**src/rtl/addsub_pkg.sv**
```systemverilog
package addsub_pkg;
  localparam int OP_W = 3;

  typedef enum logic [OP_W-1:0] {
    OP_ADD_CHK  = 3'd0,
    OP_ADDI_CHK = 3'd1,
    OP_SUB_CHK  = 3'd2,
    OP_ADD_WRP  = 3'd3,
    OP_ADDI_WRP = 3'd4,
    OP_SUB_WRP  = 3'd5,
    OP_RSV6     = 3'd6,
    OP_RSV7     = 3'd7
  } op_e;

  typedef struct packed {
    logic legal;
    logic checked;
    logic is_sub;
    logic use_imm;
  } op_dec_t;

  function automatic op_dec_t decode_op(input op_e op);
    op_dec_t d;
    d = '0;
    unique case (op)
      OP_ADD_CHK:  d = '{legal: 1'b1, checked: 1'b1, is_sub: 1'b0, use_imm: 1'b0};
      OP_ADDI_CHK: d = '{legal: 1'b1, checked: 1'b1, is_sub: 1'b0, use_imm: 1'b1};
      OP_SUB_CHK:  d = '{legal: 1'b1, checked: 1'b1, is_sub: 1'b1, use_imm: 1'b0};
      OP_ADD_WRP:  d = '{legal: 1'b1, checked: 1'b0, is_sub: 1'b0, use_imm: 1'b0};
      OP_ADDI_WRP: d = '{legal: 1'b1, checked: 1'b0, is_sub: 1'b0, use_imm: 1'b1};
      OP_SUB_WRP:  d = '{legal: 1'b1, checked: 1'b0, is_sub: 1'b1, use_imm: 1'b0};
      default:     d = '0;
    endcase
    return d;
  endfunction
endpackage

```
**src/rtl/addsub_rst_sync.sv**
```systemverilog
module addsub_rst_sync #(
  parameter int STAGES = 2
) (
  input  logic clk,
  input  logic rst_n,
  output logic rst_n_sync
);
  logic [STAGES-1:0] chain_q;
  logic [STAGES-1:0] chain_d;

  always_comb begin
    chain_d = {chain_q[STAGES-2:0], 1'b1};
  end

  always_ff @(posedge clk or negedge rst_n) begin
    if (!rst_n) chain_q <= '0;
    else        chain_q <= chain_d;
  end

  assign rst_n_sync = chain_q[STAGES-1];
endmodule

```
**src/rtl/addsub_datapath.sv**
```systemverilog
module addsub_datapath
  import addsub_pkg::*;
#(
  parameter int DATA_W = 32,
  parameter int IMM_W  = 16
) (
  input  logic              clk,
  input  logic              rst_n,
  input  logic [OP_W-1:0]   op_code,
  input  logic [DATA_W-1:0] opnd_a,
  input  logic [DATA_W-1:0] opnd_b,
  input  logic [IMM_W-1:0]  imm16,
  output logic [DATA_W-1:0] sum,
  output logic              ovf,
  output logic              legal,
  output logic              checked
);
  localparam int MSB = DATA_W - 1;
  localparam int EXT_W = DATA_W - IMM_W;

  op_dec_t           dec;
  logic [DATA_W-1:0] imm_ext;
  logic [DATA_W-1:0] b_sel;
  logic [DATA_W-1:0] b_add;
  logic [DATA_W-1:0] cin;

  always_comb begin
    dec     = decode_op(op_e'(op_code));
    imm_ext = {{EXT_W{imm16[IMM_W-1]}}, imm16};
    b_sel   = dec.use_imm ? imm_ext : opnd_b;
    b_add   = dec.is_sub ? ~b_sel : b_sel;
    cin     = {{(DATA_W-1){1'b0}}, dec.is_sub};
    sum     = opnd_a + b_add + cin;
    // same-sign addends whose sum flips sign
    ovf     = (opnd_a[MSB] == b_add[MSB]) && (sum[MSB] != opnd_a[MSB]);
    legal   = dec.legal;
    checked = dec.checked;
  end

  // opposite-sign addends can never overflow
  assert_no_overflow_R4: assert property (@(posedge clk) disable iff (!rst_n)
    (!dec.is_sub && (opnd_a[MSB] != b_sel[MSB])) |-> !ovf);
  // same-sign subtraction can never overflow
  assert_sub_same_sign_R5: assert property (@(posedge clk) disable iff (!rst_n)
    (dec.is_sub && (opnd_a[MSB] == b_sel[MSB])) |-> !ovf);
endmodule

```
**src/rtl/addsub_trap_ctl.sv**
```systemverilog
module addsub_trap_ctl #(
  parameter int              DATA_W       = 32,
  parameter logic [DATA_W-1:0] HANDLER_ADDR = 32'h8000_0180
) (
  input  logic              clk,
  input  logic              rst_n,
  input  logic              op_valid,
  input  logic              legal,
  input  logic              checked,
  input  logic              ovf,
  input  logic [DATA_W-1:0] cur_pc,
  output logic              wr_en,
  output logic              redirect,
  output logic [DATA_W-1:0] fetch_target,
  output logic [DATA_W-1:0] saved_pc
);
  localparam logic [DATA_W-1:0] PC_STEP = DATA_W'(4);

  logic              trap;
  logic              epc_en;
  logic [DATA_W-1:0] epc_d;
  logic [DATA_W-1:0] epc_q;

  always_comb begin
    trap         = op_valid && legal && checked && ovf;
    wr_en        = op_valid && legal && !trap;
    redirect     = trap;
    fetch_target = trap ? HANDLER_ADDR : (cur_pc + PC_STEP);
    epc_en       = trap;
    epc_d        = epc_en ? cur_pc : epc_q;
  end

  always_ff @(posedge clk or negedge rst_n) begin
    if (!rst_n) epc_q <= '0;
    else        epc_q <= epc_d;
  end

  assign saved_pc = epc_q;

  assert_trap_no_wb_R7: assert property (@(posedge clk) disable iff (!rst_n)
    redirect |-> !wr_en);
  assert_handler_target_R7: assert property (@(posedge clk) disable iff (!rst_n)
    redirect |-> (fetch_target == HANDLER_ADDR));
  assert_epc_load_R9: assert property (@(posedge clk) disable iff (!rst_n)
    redirect |=> (saved_pc == $past(cur_pc)));
  assert_epc_hold_R9: assert property (@(posedge clk) disable iff (!rst_n)
    !redirect |=> $stable(saved_pc));
  assert_idle_quiet_R11: assert property (@(posedge clk) disable iff (!rst_n)
    !op_valid |-> (!wr_en && !redirect));
endmodule

```
**src/rtl/addsub_trap_unit.sv**
```systemverilog
module addsub_trap_unit
  import addsub_pkg::*;
#(
  parameter int                DATA_W       = 32,
  parameter int                IMM_W        = 16,
  parameter logic [DATA_W-1:0] HANDLER_ADDR = 32'h8000_0180
) (
  input  logic              clk,
  input  logic              rst_n,
  input  logic              op_valid,
  input  logic [2:0]        op_code,
  input  logic [DATA_W-1:0] opnd_a,
  input  logic [DATA_W-1:0] opnd_b,
  input  logic [IMM_W-1:0]  imm16,
  input  logic [DATA_W-1:0] cur_pc,
  output logic [DATA_W-1:0] sum_out,
  output logic              wr_en,
  output logic              redirect,
  output logic [DATA_W-1:0] fetch_target,
  output logic [DATA_W-1:0] saved_pc
);
  logic rst_n_sync;
  logic ovf;
  logic legal;
  logic checked;

  addsub_rst_sync #(.STAGES(2)) u_rst (
    .clk        (clk),
    .rst_n      (rst_n),
    .rst_n_sync (rst_n_sync)
  );

  addsub_datapath #(.DATA_W(DATA_W), .IMM_W(IMM_W)) u_dp (
    .clk     (clk),
    .rst_n   (rst_n_sync),
    .op_code (op_code),
    .opnd_a  (opnd_a),
    .opnd_b  (opnd_b),
    .imm16   (imm16),
    .sum     (sum_out),
    .ovf     (ovf),
    .legal   (legal),
    .checked (checked)
  );

  addsub_trap_ctl #(.DATA_W(DATA_W), .HANDLER_ADDR(HANDLER_ADDR)) u_trap (
    .clk          (clk),
    .rst_n        (rst_n_sync),
    .op_valid     (op_valid),
    .legal        (legal),
    .checked      (checked),
    .ovf          (ovf),
    .cur_pc       (cur_pc),
    .wr_en        (wr_en),
    .redirect     (redirect),
    .fetch_target (fetch_target),
    .saved_pc     (saved_pc)
  );

  assert_wrap_never_traps_R6: assert property (@(posedge clk) disable iff (!rst_n_sync)
    (op_valid && (op_code inside {3'd3, 3'd4, 3'd5})) |-> (!redirect && wr_en));
  assert_unused_op_R12: assert property (@(posedge clk) disable iff (!rst_n_sync)
    (op_code inside {3'd6, 3'd7}) |-> (!redirect && !wr_en));
endmodule

```
**config.mk**
```make
export PLATFORM = sky130hd
export DESIGN_NAME = addsub_trap_unit
export DESIGN_NICKNAME = d
export VERILOG_FILES = /design/src/rtl/addsub_pkg.sv /design/src/rtl/addsub_rst_sync.sv /design/src/rtl/addsub_datapath.sv /design/src/rtl/addsub_trap_ctl.sv /design/src/rtl/addsub_trap_unit.sv
export SDC_FILE = /design/constraint.sdc
export NUM_CORES = 1
export LEC_CHECK = 0
export ABC_AREA = 1
export BUFFER_PORTS_ARGS = -buffer_cell sky130_fd_sc_hd__buf_2
export CAP_MARGIN = 40
export CELL_PAD_IN_SITES_DETAIL_PLACEMENT = 0
export CELL_PAD_IN_SITES_GLOBAL_PLACEMENT = 2
export CORE_MARGIN = 2
export CORE_UTILIZATION = 25
export CTS_CLUSTER_DIAMETER = 120
export DETAILED_ROUTE_END_ITERATION = 6
export PLACE_DENSITY_LB_ADDON = 0.08
export SLEW_MARGIN = 20
export SYNTH_ARGS = -nofsm -noshare
export SYNTH_HDL_FRONTEND = slang
export SYNTH_SLANG_ARGS = --single-unit
```
**constraint.sdc**
```tcl
create_clock -name clk -period 5.45 [get_ports clk]
set_input_delay 0.2725 -clock clk [delete_from_list [all_inputs] [get_ports clk]]
set_output_delay 0.2725 -clock clk [all_outputs]
set_load 0.03 [all_outputs]
```
==> results of run 1 <==
==> through the flow <==
stage               area, um^2  utilization (%)  setup WS, ps  hold WS, ps
global placement          5970             32.1           653         59.6
global route              6130             33.0           112          233
CTS                       6130             33.0           545          234
floorplan                 4690                -          2040        -23.1
finish                    6140             33.0           608          246
detailed placement        5970             32.1           553         60.8
==> worst reg2reg max path, cell delays in order, from the launching register on <==
cell	delay (ps)
dfrtp_1	390
nand2_1	70
nand2_1	50
==> sequential cells by signal, indices dropped and copies added, names as in the netlist <==
| signal | cells |
|---|---|
| u_trap.saved_pc | 32 |
| u_rst.chain_q | 2 |
==> cell families (layout without fill, tap and decap cells) <==
kind of cell             Yosys count  in the layout
AND/OR/NAND/NOR                  419            419
buffers and inverters             96            302
XOR/XNOR                          80             80
AO/OA/AOI/OAI                     78             78
flip-flops                        34             34
adder cells (fa/ha/maj)           32             32
other                              1              2
multiplexers                       1              1
==> layout make-up <==
| type | instances | area, um^2 | area share, % |
|---|---|---|---|
| diodes | 1 | 2.50 | 0.0408 |
| clock buffers | 6 | 139 | 2.26 |
| clock inverters | 2 | 12.5 | 0.204 |
| inverters | 74 | 280 | 4.57 |
| multi-input cells | 611 | 3440 | 56.1 |
| flip-flops and latches | 34 | 851 | 13.9 |
| well taps | 234 | 293 | 4.77 |
| repair buffers | 220 | 1120 | 18.2 |
==> power breakdown <==
part | switching [W] | leakage [nW] | internal [W]
sequential | 0.0000628 | 0.429 | 0.000369
combinational | 0.00110 | 3.02 | 0.000456
clock | 0.000118 | 0.0729 | 0.000181
==> synth_stat cells, types with 2 or more instances <==
master,count
nand2_1,238
inv_1,70
xor2_1,70
nor2_1,58
nand3_1,56
a21oi_1,35
dfrtp_1,34
ha_1,31
nor2_2,21
o21ai_0,20
nand4_1,17
clkbuf_1,12
xnor2_1,10
nand2_2,9
a21o_1,5
nor3_1,5
a31oi_1,4
buf_2,4
nor4_1,4
buf_4,3
buf_6,3
nand3_2,3
inv_2,2
o211ai_1,2
o21a_1,2
o21bai_1,2
o221ai_1,2
o31ai_1,2
==> worst min path at each step <==
stage | startpoint | endpoint | slack, ps | cells after the start
6_report | cur_pc[0] | u_trap.saved_pc[0] | 250 | 3
5_1_grt | cur_pc[1] | u_trap.saved_pc[1] | 230 | 3
4_1_cts | cur_pc[0] | u_trap.saved_pc[0] | 230 | 3
3_5_place_dp | rst_n | u_rst.chain_q[1] | 60 | 1
3_3_place_gp | rst_n | u_rst.chain_q[1] | 60 | 1
2_1_floorplan | rst_n | u_rst.chain_q[0] | -20 | 0
==> layer usage <==
| layer | vias to the layer above | global-route usage (%) | part of all wire, % |
|---|---|---|---|
| met1 | 2448 | 24.0 | 49 |
| met5 | - | 0 | 0 |
| met2 | 151 | 27.0 | 44 |
| li1 | 2805 | - | - |
| met4 | 0 | 2.11 | 0.91 |
| met3 | 12 | 3.67 | 5.5 |
==> reports/metrics.yaml, run 1 <==
die_area_um2: 19900
io_buffers: 215
drt_iter0_drc: 265
insertion_delay_ps: 290
synthTopCellsByArea: "nand2_1 19%, dfrtp_1 18%, xor2_1 13%, ha_1 8.3%, nand3_1 6.0%"
hold_buffers: 1
synth_area_leader_cell: "nand2_1"
netlist_area_um2: 4690
worst_path_max_delay_cell: "clkinv_1"
fin_nets: 1096
synth_edf_count: 0
core_um2: 18600
synthMuxAreaShare_pct: 0.214
synth_top_area_share_pct: 19.1
final.setup.tns_ps: 0
crit_start: "op_code[1]"
cp-endpoint: "redirect"
numCtsBuffers: 5
synth_top_family_by_area: "simple AND/OR/NAND/NOR gates"
ys_seq_area_share_pct: 18.2
finalPower_w: 0.00229
synthCells: 741
grt.total_usage_pct: 16.9
worst-path-buf-inv: 6
synth-main-ff-cell: "dfrtp_1"
ys_seq_elements: 34
wl_per_cell_um: 14.6
finClkSkew_ps: 9.20
place_congestion: 0.842
drc: 0
h-tree-depth: 2
io_pins: 216
fillers: 2131
grt_pass1_vias: 5392
tightest_slew_ps: 708
cp.required_ps: 5180
hold_viol: 0
grt.overflow.total: 0
path_clk_slew_ps: 50
yosys_warnings: 0
r2r_setup_slack_ps: 4830
fin_crit_ps: 4840
vdd_drop_max_mv: 0.160
cts_tree: "yes"
cp_top_family: "buffers and inverters"
fp.dieW_um: 141
placedCellCount: 1172
synthArstFlopShare_pct: 100
antenna_found_initial: 1
slew_viol_final: 0
area_delta_synth_final_pct: 30.9
hp-class: "in -> reg"
mostFrequentLayoutCell: "nand2_1"
clockRootBuffer: "clkbuf_16"
post-cts-setup-buffers: 0
max_stage_delay_ps: 560
post_cts_resized: 0
fmax_ghz: 0.207
crit-reg2reg-launch: "u_trap.saved_pc[9]"
reg2reg_to: "u_trap.saved_pc[9]"
fp.dieH_um: 141
critical_path.cell_chain: "buf_2 -> inv_1 -> nand2_1 -> nand2_1 -> clkinv_1 -> buf_4 -> xor2_1 -> ha_1 -> a21oi_1 -> o21ai_0 -> nand4_1 -> nand3_1 -> a21oi_1 -> nand3_2 -> nand2_4 -> nand2_8 -> inv_4 -> buf_2"
ff2ff_path_depth: 2
grt_pass1_wl_um: 27400
ant_nets: 0
max_slew_margin_pct: 52.7
mostFrequentLayoutCells: "238 x nand2_1, 215 x buf_2, 70 x inv_1, 70 x xor2_1, 58 x nor2_1"
leakagePower_nw: 3.53
worstSetupEndpointType: "output pin"
status: "complete, no violations"
drt-total-wl_um: 17200
cp.depth: 18
synth_fa_ha_area_share_pct: 8.70
cp_max_fo: 36
fin_cells: 1182
grt_start_max_net_pins: 37
synth_compound_gate_area_share_pct: 9.61
synthDistinctLibCells: 45
rsz0062_at_grt: "no"
syn-num-nets: 891
drive_gt1_share_pct: 28.4
synthSimpleGateAreaFrac_pct: 39.7
start_util_pct: 25.2
max_cap_violations: 0
criticalPathCategory: "in -> out"
row_count: 50
syn_area_per_cell_um2: 6.33
synth_xor_xnor_area_share_pct: 14.9
vias: 5416
avgViaCountPerCell: 4.58
cellPowerDensity_nw_per_um2: 373
critPathArrivalTime_ps: 4570
dp_hpwl_um: 14400
fin_crit_sh_pct: 88.9
cp-start-kind: "primary input"
drt_first_pass_iters: 4
numClockSinks: 34
clockBufferDepth: 2
setup_viol: 0
No activity file was read; power rests on OpenSTA's default activity.
==> inputs of run 2 (changes only) <==
--- a/config.mk
+++ b/config.mk
@@ -15,6 +15,7 @@
 export CTS_CLUSTER_DIAMETER = 120
 export DETAILED_ROUTE_END_ITERATION = 6
 export PLACE_DENSITY_LB_ADDON = 0.08
+export RECOVER_POWER = 50
 export SLEW_MARGIN = 20
 export SYNTH_ARGS = -nofsm -noshare
 export SYNTH_HDL_FRONTEND = slang
==> reports/metrics.yaml, run 2 (synthesis gave the netlist of run 1 again) <==
place_congestion: 0.842
final_util_pct: 32.7
cp.required_ps: 5180
cp_max_fo: 36
clockRootBuffer: "clkbuf_16"
mostFrequentLayoutCell: "nand2_1"
largest_reg_flops: 32
antenna_found_initial: 1
path_clk_slew_ps: 50
drc: 0
setup_viol: 0
area_delta_synth_final_pct: 29.6
grt_start_max_net_pins: 37
critPathArrivalTime_ps: 4570
fp.dieH_um: 141
seq_power_share_pct: 19.4
hold_viol: 0
avgViaCountPerCell: 4.57
seqCellArea_um2: 851
h-tree-depth: 2
wl_per_cell_um: 14.6
swShare_pct: 57.3
fin_crit_ps: 4840
numClockSinks: 34
post_cts_resized: 0
p_comb_share_pct: 67.3
fin_crit_sh_pct: 88.9
start_util_pct: 25.2
core_um2: 18600
p_switching_w: 0.00129
ant_nets: 0
grt.overflow.total: 0
rsz0062_at_grt: "no"
die_area_um2: 19900
max_cap_violations: 1
vdd_drop_max_mv: 0.151
cts_tree: "yes"
power.internal_w: 0.000957
numCtsBuffers: 5
max_stage_delay_ps: 560
row_count: 50
criticalPathCategory: "in -> out"
multi_input_area_um2: 3440
grt_pass1_wl_um: 27400
dp_hpwl_um: 14400
post_dp_cell_area_um2: 5970
worst_path_max_delay_cell: "clkinv_1"
grt.total_usage_pct: 16.9
mostFrequentLayoutCells: "238 x nand2_1, 168 x buf_2, 70 x inv_1, 70 x xor2_1, 58 x nor2_1"
holdWs_ps: 247
worstSetupEndpointType: "output pin"
fin_area_um2: 6070
slew_viol_final: 33
critical_path.cell_chain: "buf_2 -> inv_1 -> nand2_1 -> nand2_1 -> clkinv_1 -> buf_4 -> xor2_1 -> ha_1 -> a21oi_1 -> o21ai_0 -> nand4_1 -> nand3_1 -> a21oi_1 -> nand3_2 -> nand2_4 -> nand2_8 -> inv_4 -> buf_2"
clockBufferDepth: 2
final.setup.tns_ps: 0
drt-total-wl_um: 17200
fillers: 2148
drive_gt1_share_pct: 23.3
cellPowerDensity_nw_per_um2: 369
fin_nets: 1096
violations: "max-capacitance violations, max-slew violations"
fmax_ghz: 0.206
fp.dieW_um: 141
io_pins: 216
drt_first_pass_iters: 5
max_slew_margin_pct: -25.9
leakagePower_nw: 3.37
insertion_delay_ps: 290
finClkSkew_ps: 9.20
cp-start-kind: "primary input"
status: "finished with violations"
pwr-share-clk_pct: 13.3
tightest_slew_ps: 1890
grt_pass1_vias: 5392
vias: 5406
hp-class: "in -> reg"
io_buffers: 215
drt_iter0_drc: 258
-- run 2: cell count changes in the layout (fill, tap and decap cells not counted), sizes merged --
cell	before	now
buf	219	171
clkbuf	6	54
-- run 2: final cells by class --
type / instances / share of cell area, %
antenna: 1 / 0.0412
clock buffer: 6 / 2.29
clock inverter: 2 / 0.206
inverter: 74 / 4.61
multi-input combinational: 611 / 56.7
sequential: 34 / 14.0
tap: 234 / 4.82
timing repair buffer: 220 / 17.3
-- run 2: final timing paths --
path                       slack (ps)             start             endpoint  cells after the start
setup reg to reg                 3510  u_rst.chain_q[1]  u_trap.saved_pc[17]                      1
setup / recovery                  610        op_code[1]             redirect                     18
min in group asynchronous         310             rst_n     u_rst.chain_q[1]                      2
hold reg to reg                   350  u_rst.chain_q[0]     u_rst.chain_q[1]                      0
hold / removal                    250         cur_pc[0]   u_trap.saved_pc[0]                      3
max in group asynchronous        3510  u_rst.chain_q[1]  u_trap.saved_pc[17]                      1
-- run 2: repair_timing --
item | in CTS | in global routing
hold buffers | 1 | 0
buffers inserted | 0 | 0
hold endpoints to repair | 2 | 0
-- run 2: metal layers --
metal | share of wire (%) | vias to the layer above | GRT usage (%)
met5 | 0 | - | 0
met4 | 0.91 | 0 | 2.11
met3 | 5.4 | 12 | 3.67
met2 | 44 | 146 | 27.0
met1 | 50 | 2442 | 24.0
li1 | - | 2806 | -
-- run 2: metrics by stage --
step	std cells	setup WS (ps)	total power [W]
4_1_cts	1181	545	0.00231
2_1_floorplan	741	2040	0.00152
5_1_grt	1181	112	0.00242
3_5_place_dp	1172	553	0.00200
3_3_place_gp	1172	653	0.00200
6_report	1182	607	0.00224
-- run 2: power groups by stage --
stage	registers (W)	logic (W)	clock network, W
final	0.000435	0.00151	0.000298
after global placement	0.000432	0.00157	0
after CTS	0.000432	0.00157	0.000307
after detailed placement	0.000435	0.00157	0
after floorplan	0.000668	0.000852	0
after global routing	0.000452	0.00165	0.000321
-- run 2: critical path, delay by kind of cell --
kind | cells | cell delay, ps
adder cells (fa/ha/maj) | 1 | 340
XOR/XNOR | 1 | 190
buffers and inverters | 6 | 1990
AO/OA/AOI/OAI | 3 | 600
AND/OR/NAND/NOR | 7 | 1130
==> inputs of run 3 (changes only) <==
--- a/config.mk
+++ b/config.mk
@@ -6,7 +6,6 @@
 export NUM_CORES = 1
 export LEC_CHECK = 0
 export ABC_AREA = 1
-export BUFFER_PORTS_ARGS = -buffer_cell sky130_fd_sc_hd__buf_2
 export CAP_MARGIN = 40
 export CELL_PAD_IN_SITES_DETAIL_PLACEMENT = 0
 export CELL_PAD_IN_SITES_GLOBAL_PLACEMENT = 2
@@ -14,6 +13,7 @@
 export CORE_UTILIZATION = 25
 export CTS_CLUSTER_DIAMETER = 120
 export DETAILED_ROUTE_END_ITERATION = 6
+export DONT_BUFFER_PORTS = 1
 export PLACE_DENSITY_LB_ADDON = 0.08
 export RECOVER_POWER = 50
 export SLEW_MARGIN = 20
==> reports/metrics.yaml, run 3 (synthesis gave the netlist of run 1 again) <==
status: "finished with violations"
violations: "max-capacitance violations, max-slew violations"
wl_per_cell_um: 17.2
place_congestion: 0.826
dp_hpwl_um: 13800
grt.total_usage_pct: 16.8
grt_start_max_net_pins: 37
max_stage_delay_ps: 570
post-cts-setup-buffers: 0
path_clk_slew_ps: 70
swShare_pct: 58.4
setup_viol: 0
criticalPathCategory: "in -> out"
core_um2: 18600
mostFrequentLayoutCells: "239 x nand2_1, 70 x inv_1, 70 x xor2_1, 58 x nor2_1, 56 x nand3_1"
cp.required_ps: 5180
clockBufferDepth: 2
leakagePower_nw: 2.67
die_area_um2: 19900
cts_tree: "yes"
grt.overflow.total: 0
worst_path_max_delay_cell: "clkinv_1"
vdd_drop_max_mv: 0.113
finClkSkew_ps: 12.2
drt_iter0_drc: 172
fin_nets: 883
pwr-share-clk_pct: 16.7
vias: 4591
critical_path.cell_chain: "inv_1 -> nand2_1 -> nand2_1 -> clkinv_1 -> buf_4 -> xor2_1 -> ha_1 -> a21oi_1 -> o21ai_0 -> nand4_1 -> nand3_1 -> a21oi_1 -> nand2_2 -> nand2_2 -> nand2_4 -> nand2_8 -> inv_4 -> nor2_1"
grt_pass1_vias: 4804
io_pins: 216
numClockSinks: 34
drt_first_pass_iters: 6
cp-start-kind: "primary input"
largest_reg_flops: 32
critPathArrivalTime_ps: 4510
numCtsBuffers: 5
antenna_cells: 0
antenna_found_initial: 0
h-tree-depth: 2
avgViaCountPerCell: 4.75
io_buffers: 0
grt_pass1_wl_um: 26600
tightest_slew_ps: 1870
final.setup.tns_ps: 0
cellPowerDensity_nw_per_um2: 406
p_comb_share_pct: 49.6
seq_power_share_pct: 33.7
hp-class: "in -> reg"
fmax_ghz: 0.209
clockRootBuffer: "clkbuf_16"
fin_crit_sh_pct: 87.8
final_util_pct: 27.3
mostFrequentLayoutCell: "nand2_1"
drc: 0
fin_crit_ps: 4780
insertion_delay_ps: 290
power.internal_w: 0.000858
slew_viol_final: 33
p_switching_w: 0.00121
max_cap_violations: 1
cp_max_fo: 36
start_util_pct: 25.2
hold_viol: 0
ant_nets: 0
rsz0062_at_grt: "no"
fp.dieW_um: 141
max_slew_margin_pct: -24.9
row_count: 50
worstSetupEndpointType: "output pin"
fp.dieH_um: 141
drive_gt1_share_pct: 7.23
drt-total-wl_um: 16600
area_delta_synth_final_pct: 8.41
[run 3: cell types whose count changed in the layout (fill, tap and decap cells not counted), sizes merged]
cell      change
clkbuf       -47
diode         -1
clkinv        -1
clkinvlp      -1
bufinv        +1
buf         -166
[run 3: path summary, 6_finish.rpt]
path                             startpoint             endpoint  slack [ps]  cells past startpoint
max                              op_code[1]     fetch_target[16]         670                     18
min                              cur_pc[31]  u_trap.saved_pc[31]         120                      2
max reg2reg                u_rst.chain_q[1]  u_trap.saved_pc[17]        3530                      1
min reg2reg                u_rst.chain_q[0]     u_rst.chain_q[1]         350                      0
max in group asynchronous  u_rst.chain_q[1]  u_trap.saved_pc[17]        3530                      1
min in group asynchronous             rst_n     u_rst.chain_q[1]         220                      1
[run 3: power groups by stage]
stage                     sequential [W]  combinational [W]  clock (W)
after CTS                       0.000700            0.00104   0.000356
after detailed placement        0.000704            0.00104          0
after global placement          0.000703            0.00104          0
after floorplan                 0.000668           0.000852          0
final                           0.000695            0.00102   0.000344
after global routing            0.000713            0.00115   0.000368
[run 3: what timing repair did]
action,in CTS,in global routing
endpoints found under the setup margin,0,30
resized for setup,0,1
endpoints found under the hold margin,2,0
hold buffers,1,0
[run 3: final cells by class]
cell class | instances | area, um^2
multi-input cells | 611 | 3440
flip-flops and latches | 34 | 851
well taps | 234 | 293
fillers | 2128 | 13500
inverters | 74 | 280
repair buffers | 7 | 48.8
clock buffers | 6 | 139
clock inverters | 1 | 30.0
[run 3: stage by stage]
step                cells  hold WS [ps]  power (W)  setup WS (ps)  instance area, um^2
floorplan             741         -23.1    0.00152           2040                 4690
global placement      958         -23.0    0.00174            458                 4900
detailed placement    959         -23.0    0.00174            283                 4910
CTS                   967           115    0.00210            276                 5090
global route          967           117    0.00223            132                 5080
finish                967           119    0.00206            666                 5080
[run 3: critical path, delay by kind of cell]
| family | cells | cell delay, ps |
|---|---|---|
| AO/OA/AOI/OAI | 3 | 600 |
| buffers and inverters | 4 | 1410 |
| AND/OR/NAND/NOR | 9 | 1620 |
| XOR/XNOR | 1 | 190 |
| adder cells (fa/ha/maj) | 1 | 340 |
[run 3: layer usage]
layer	track usage, %	routed length [um]	vias up
met5	0	0	-
met4	3.05	171	0
met3	4.69	1290	12
met2	26.5	7280	133
met1	23.1	7890	2086
li1	-	-	2360
